`config.mk`:
```
export PLATFORM = sky130hd
export DESIGN_NAME = sstby_pwr_ctrl
export DESIGN_NICKNAME = d
export VERILOG_FILES = /design/src/rtl/sstby_pwr_ctrl.sv
export SDC_FILE = /design/constraint.sdc
export NUM_CORES = 1
export LEC_CHECK = 0
export BUFFER_PORTS_ARGS = -buffer_cell sky130_fd_sc_hd__buf_4
export CAP_MARGIN = 20
export CORE_ASPECT_RATIO = 1.25
export CORE_MARGIN = 2
export CORE_UTILIZATION = 45
export DETAILED_ROUTE_END_ITERATION = 12
export GPL_TIMING_DRIVEN = 0
export PLACE_DENSITY_LB_ADDON = 0.15
export REMOVE_ABC_BUFFERS = 1
export SYNTH_ARGS = -nofsm -noshare
export SYNTH_HDL_FRONTEND = slang
export SYNTH_SLANG_ARGS = --single-unit
```
`constraint.sdc`:
```
create_clock -name clk -period 4 [get_ports clk]
set_clock_uncertainty 0.05 [all_clocks]
set_input_delay 0.4 -clock clk [delete_from_list [all_inputs] [get_ports clk]]
set_output_delay 0.4 -clock clk [all_outputs]
set_load 0.02 [all_outputs]
```
`src/rtl/sstby_pwr_ctrl.sv`:
```
module sstby_pwr_ctrl #(
  parameter int RST_W     = 4,
  parameter int IRQ_W     = 6,
  parameter int BASE_LOG  = 13,
  parameter int SHORT_CNT = 16
) (
  input  logic             clk,
  input  logic             por_n,
  input  logic             sleep_i,
  input  logic             stby_sel_i,
  input  logic             lowspd_sel_i,
  input  logic             wdt_clksel_i,
  input  logic [2:0]       settle_code_i,
  input  logic             nmi_i,
  input  logic             nmi_rise_sel_i,
  input  logic [IRQ_W-1:0] irq_i,
  input  logic [IRQ_W-1:0] irq_en_i,
  input  logic             irq_mask_i,
  input  logic [IRQ_W-1:0] irq_dtc_i,
  input  logic             res_pin_n_i,
  input  logic             hwstby_pin_n_i,
  output logic             osc_en_o,
  output logic             cpu_clk_en_o,
  output logic             per_clk_en_o,
  output logic             bus_oe_o,
  output logic [RST_W-1:0] per_rst_o,
  output logic             int_exc_o,
  output logic             rst_exc_o,
  output logic [1:0]       mode_o
);
  localparam int CNT_W = BASE_LOG + 6;
  localparam logic [1:0] M_ACT = 2'd0, M_STBY = 2'd1, M_SETL = 2'd2, M_HW = 2'd3;

  logic [1:0]       mode;
  logic [CNT_W-1:0] cnt;
  logic [2:0]       code_q;
  logic             nmi_q, res_q;

  function automatic logic [CNT_W-1:0] settle_len(input logic [2:0] c);
    if (c < 3'd6) return CNT_W'(1) << (BASE_LOG + int'(c));
    return CNT_W'(SHORT_CNT);
  endfunction

  wire enter_ok = stby_sel_i & ~lowspd_sel_i & ~wdt_clksel_i;
  wire nmi_edge = nmi_rise_sel_i ? (nmi_i & ~nmi_q) : (~nmi_i & nmi_q);
  wire irq_wake = (|(irq_i & irq_en_i & ~irq_dtc_i)) & ~irq_mask_i;
  wire settled  = (cnt == settle_len(code_q) - CNT_W'(1));

  always_ff @(posedge clk or negedge por_n) begin
    if (!por_n) begin
      mode      <= M_ACT;
      cnt       <= '0;
      code_q    <= '0;
      nmi_q     <= 1'b1;
      res_q     <= 1'b1;
      int_exc_o <= 1'b0;
      rst_exc_o <= 1'b0;
    end else begin
      nmi_q     <= nmi_i;
      res_q     <= res_pin_n_i;
      int_exc_o <= 1'b0;
      rst_exc_o <= res_pin_n_i & ~res_q & (mode != M_HW);
      if (!hwstby_pin_n_i) begin
        mode <= M_HW;
      end else begin
        case (mode)
          M_ACT: if (sleep_i && enter_ok) begin
            mode <= M_STBY;
            cnt  <= '0;
          end
          M_STBY: if (!res_pin_n_i) begin
            mode <= M_ACT;
          end else if (nmi_edge || irq_wake) begin
            mode   <= M_SETL;
            cnt    <= '0;
            code_q <= settle_code_i;
          end
          M_SETL: if (!res_pin_n_i) begin
            mode <= M_ACT;
          end else if (settled) begin
            mode      <= M_ACT;
            int_exc_o <= 1'b1;
          end else begin
            cnt <= cnt + CNT_W'(1);
          end
          default: mode <= M_ACT;
        endcase
      end
    end
  end

  assign mode_o       = mode;
  assign osc_en_o     = (mode == M_ACT) || (mode == M_SETL);
  assign cpu_clk_en_o = (mode == M_ACT);
  assign per_clk_en_o = (mode == M_ACT);
  assign bus_oe_o     = (mode == M_ACT);
  assign per_rst_o    = {RST_W{mode != M_ACT}};
endmodule

```
==> out/metrics.cfg <==
[clock_network]
clk_pin_slew_ps=90
cts_root_buffer=clkbuf_8
cts_buffer_depth=2
ctsHtreeMaxLevel=1
clk_latency_ps=270
cts_tree=done
numClockSinks=28
cts_buffers=3

[yosys]
synth_warnings=0
ys_seq_area_share_pct=27.73
synth_edf_count=0
synth_top_area_share_pct=25.65
synth-seq-cells=28
synth_area_um2=2536
synth_area_per_cell_um2=8.370
ys.flop_type=dfrtp_1
async_flop_share_pct=100.0
syn-instance-count=303
synth_top_area_cell=dfrtp_1
synthTopCellsByArea=dfrtp_1, buf_6, nand2_1
yosysUniqueCellTypes=67

[sta]
max_clock_freq_ghz=0.2636
finalHoldViolations=0
maxSlewViolCount=0
fin_crit_ps=3794
slew_headroom_pct=34.80
min_period_over_period_pct=94.85
setup_viol=0
worst_slew_pin_slew_ps=978.0
rsz0062_at_grt=no

[routing]
drt_wl_total_mm=6.932
via_count=2649
wl_per_cell_um=16.91
drc=0
route.antenna.remaining_nets=0
post_drt_via_cell_ratio=6.461
dr.pass1.iters=5
drt-initial-drc-count=198

[layout]
final_nets=382
area_growth_pct=19.14
n_antenna_cell=0
drive_gt1_share_pct=28.61
stdcell_count=410

[setup_path]
cp-start-kind=flop
path_class=flop to flop
required_ps=4110
worst-path-max-fanout=11
arrival_ps=3910
path_delay_family=simple AND/OR/NAND/NOR gates
cp-end-kind=flop
max_stage_delay_ps=480
crit_chain=clkinvlp_4 -> ha_4 -> nand2_1 -> or4_4 -> ha_2 -> a21boi_4 -> o211ai_2 -> nand3_1 -> o21ai_0 -> xor2_2 -> or3b_2 -> nand4bb_1 -> a311o_1
path_buf_inv=1
slowest_stage=or3b_2

[global_routing]
grt_start_max_net_pins=29
grtUsageTotal_pct=21.52
grt_pass1_wl_mm=10.91
antenna_found_initial=0
overflow=0
grt_pass1_vias=2310

[run]
drv_cap=0

[pwr]
power_mw=1.402
cellLeakagePower_nw=1.305
ir_drop_mv=0.2107
powerDensity_nw_per_um2=464.1

[floorplan]
dieArea_um2=6256
die_height_um=87.94
core_area_um2=5443
pin_count=44
initial_core_util_pct=46.60
rows=30
die_w_um=71.15

[place]
port_buffers=43
finalWeightedCongestion=0.9505
dp.final_hpwl_mm=4.425
place_inst=387

[worst_hold_path]
hold_path.class=primary input to flop

[outcome]
outcome=complete, no violations

-- repair_timing --
item,in CTS,in global routing
gates cloned,2,2
buffers inserted,4,9
hold buffers,1,0
endpoints found under the hold margin,16,0
setup endpoints to repair,21,20
pin swaps,0,2
gates resized for setup,13,3
-- logic make-up after synthesis --
group	count (synthesis)	share of synthesized area, %
AO/OA/AOI/OAI	90	24.08
XOR/XNOR	14	5.131
adder cells (fa/ha/maj)	3	1.480
buffers and inverters	33	8.978
flip-flops	28	27.73
multiplexers	5	2.171
AND/OR/NAND/NOR	130	30.44
-- cell usage in the layout, fill, tap and decap left out, types with 4 or more instances in the layout --
cell,count
a21oi_1,20
and3_1,7
buf_4,57
clkbuf_8,4
dfrtp_1,23
inv_1,8
mux2_2,4
nand2_1,30
nand3_1,13
nand3b_1,4
nand4_1,10
nor2_1,17
o211ai_1,10
o21ai_0,15
o21ai_1,8
o22ai_1,5
o31ai_1,6
or3_1,7
or4_1,10
xnor2_1,5
xor2_1,7
-- stage by stage --
step	TNS, ps	area, um^2	util (%)	worst slack (ps)	hold WS, ps
2_1_floorplan	-6135	2346	-	-347.5	54.41
3_3_place_gp	-25320	2749	50.51	-1298	291.9
3_5_place_dp	-25770	2749	50.51	-1323	300.5
4_1_cts	0	2907	53.40	14.54	180.4
5_1_grt	0	3022	55.52	32.02	173.5
6_report	0	3022	55.52	205.8	188.3
-- power by group --
part	internal (mW)	switching (mW)	total [mW]
clock	0.0882	0.0894	0.178
sequential	0.321	0.0576	0.379
combinational	0.367	0.479	0.846
-- flip-flops by register name, indices dropped and copies added (netlist names) --
signal	cells
cnt	19
res_q	1
code_q	3
nmi_q	1
int_exc_o	1
mode_o	2
rst_exc_o	1
-- cell usage after synthesis, types with 4 or more instances --
cell type  number
a21oi_1        20
and3_1          7
buf_4           7
buf_6          10
clkbuf_1        4
dfrtp_1        26
inv_1           9
mux2_2          4
nand2_1        30
nand3_1        13
nand3b_1        4
nand4_1        10
nor2_1         17
o211ai_1       10
o21ai_0        15
o21ai_1         8
o22ai_1         5
o31ai_1         6
or3_1           7
or4_1          10
xnor2_1         5
xor2_1          8
-- cell type report --
cell class,instances,area (um^2)
Clock buffer,4,55.05
Fill cell,497,2421
Inverter,10,41.29
Multi-Input combinational cell,246,1693
Sequential cell,28,714.4
Tap cell,64,80.08
Timing Repair Buffer,58,437.9
-- layer usage --
metal | vias to the layer above | wire, um | global-route usage, %
li1 | 1247 | - | -
met1 | 1254 | 2918 | 27.51
met2 | 126 | 3407 | 37.29
met3 | 22 | 411 | 1.381
met4 | 0 | 194 | 9.605
met5 | - | 0 | 0
-- worst paths after layout --
check                                      start               endpoint  slack [ps]  cells past startpoint
max                        code_q[2]$_DFFE_PN0P_  mode_o[1]$_DFFE_PN0P_         210                     13
min                                        nmi_i        nmi_q$_DFF_PN1_         190                      1
max reg2reg                code_q[2]$_DFFE_PN0P_  mode_o[1]$_DFFE_PN0P_         210                     13
min reg2reg                      res_q$_DFF_PN1_    rst_exc_o$_DFF_PN0_         530                      1
max in group asynchronous                  por_n        nmi_q$_DFF_PN1_        3060                      2
min in group asynchronous                  por_n     cnt[0]$_DFFE_PN0P_         520                      2
Note: power is estimated with default switching activity, not from simulation.
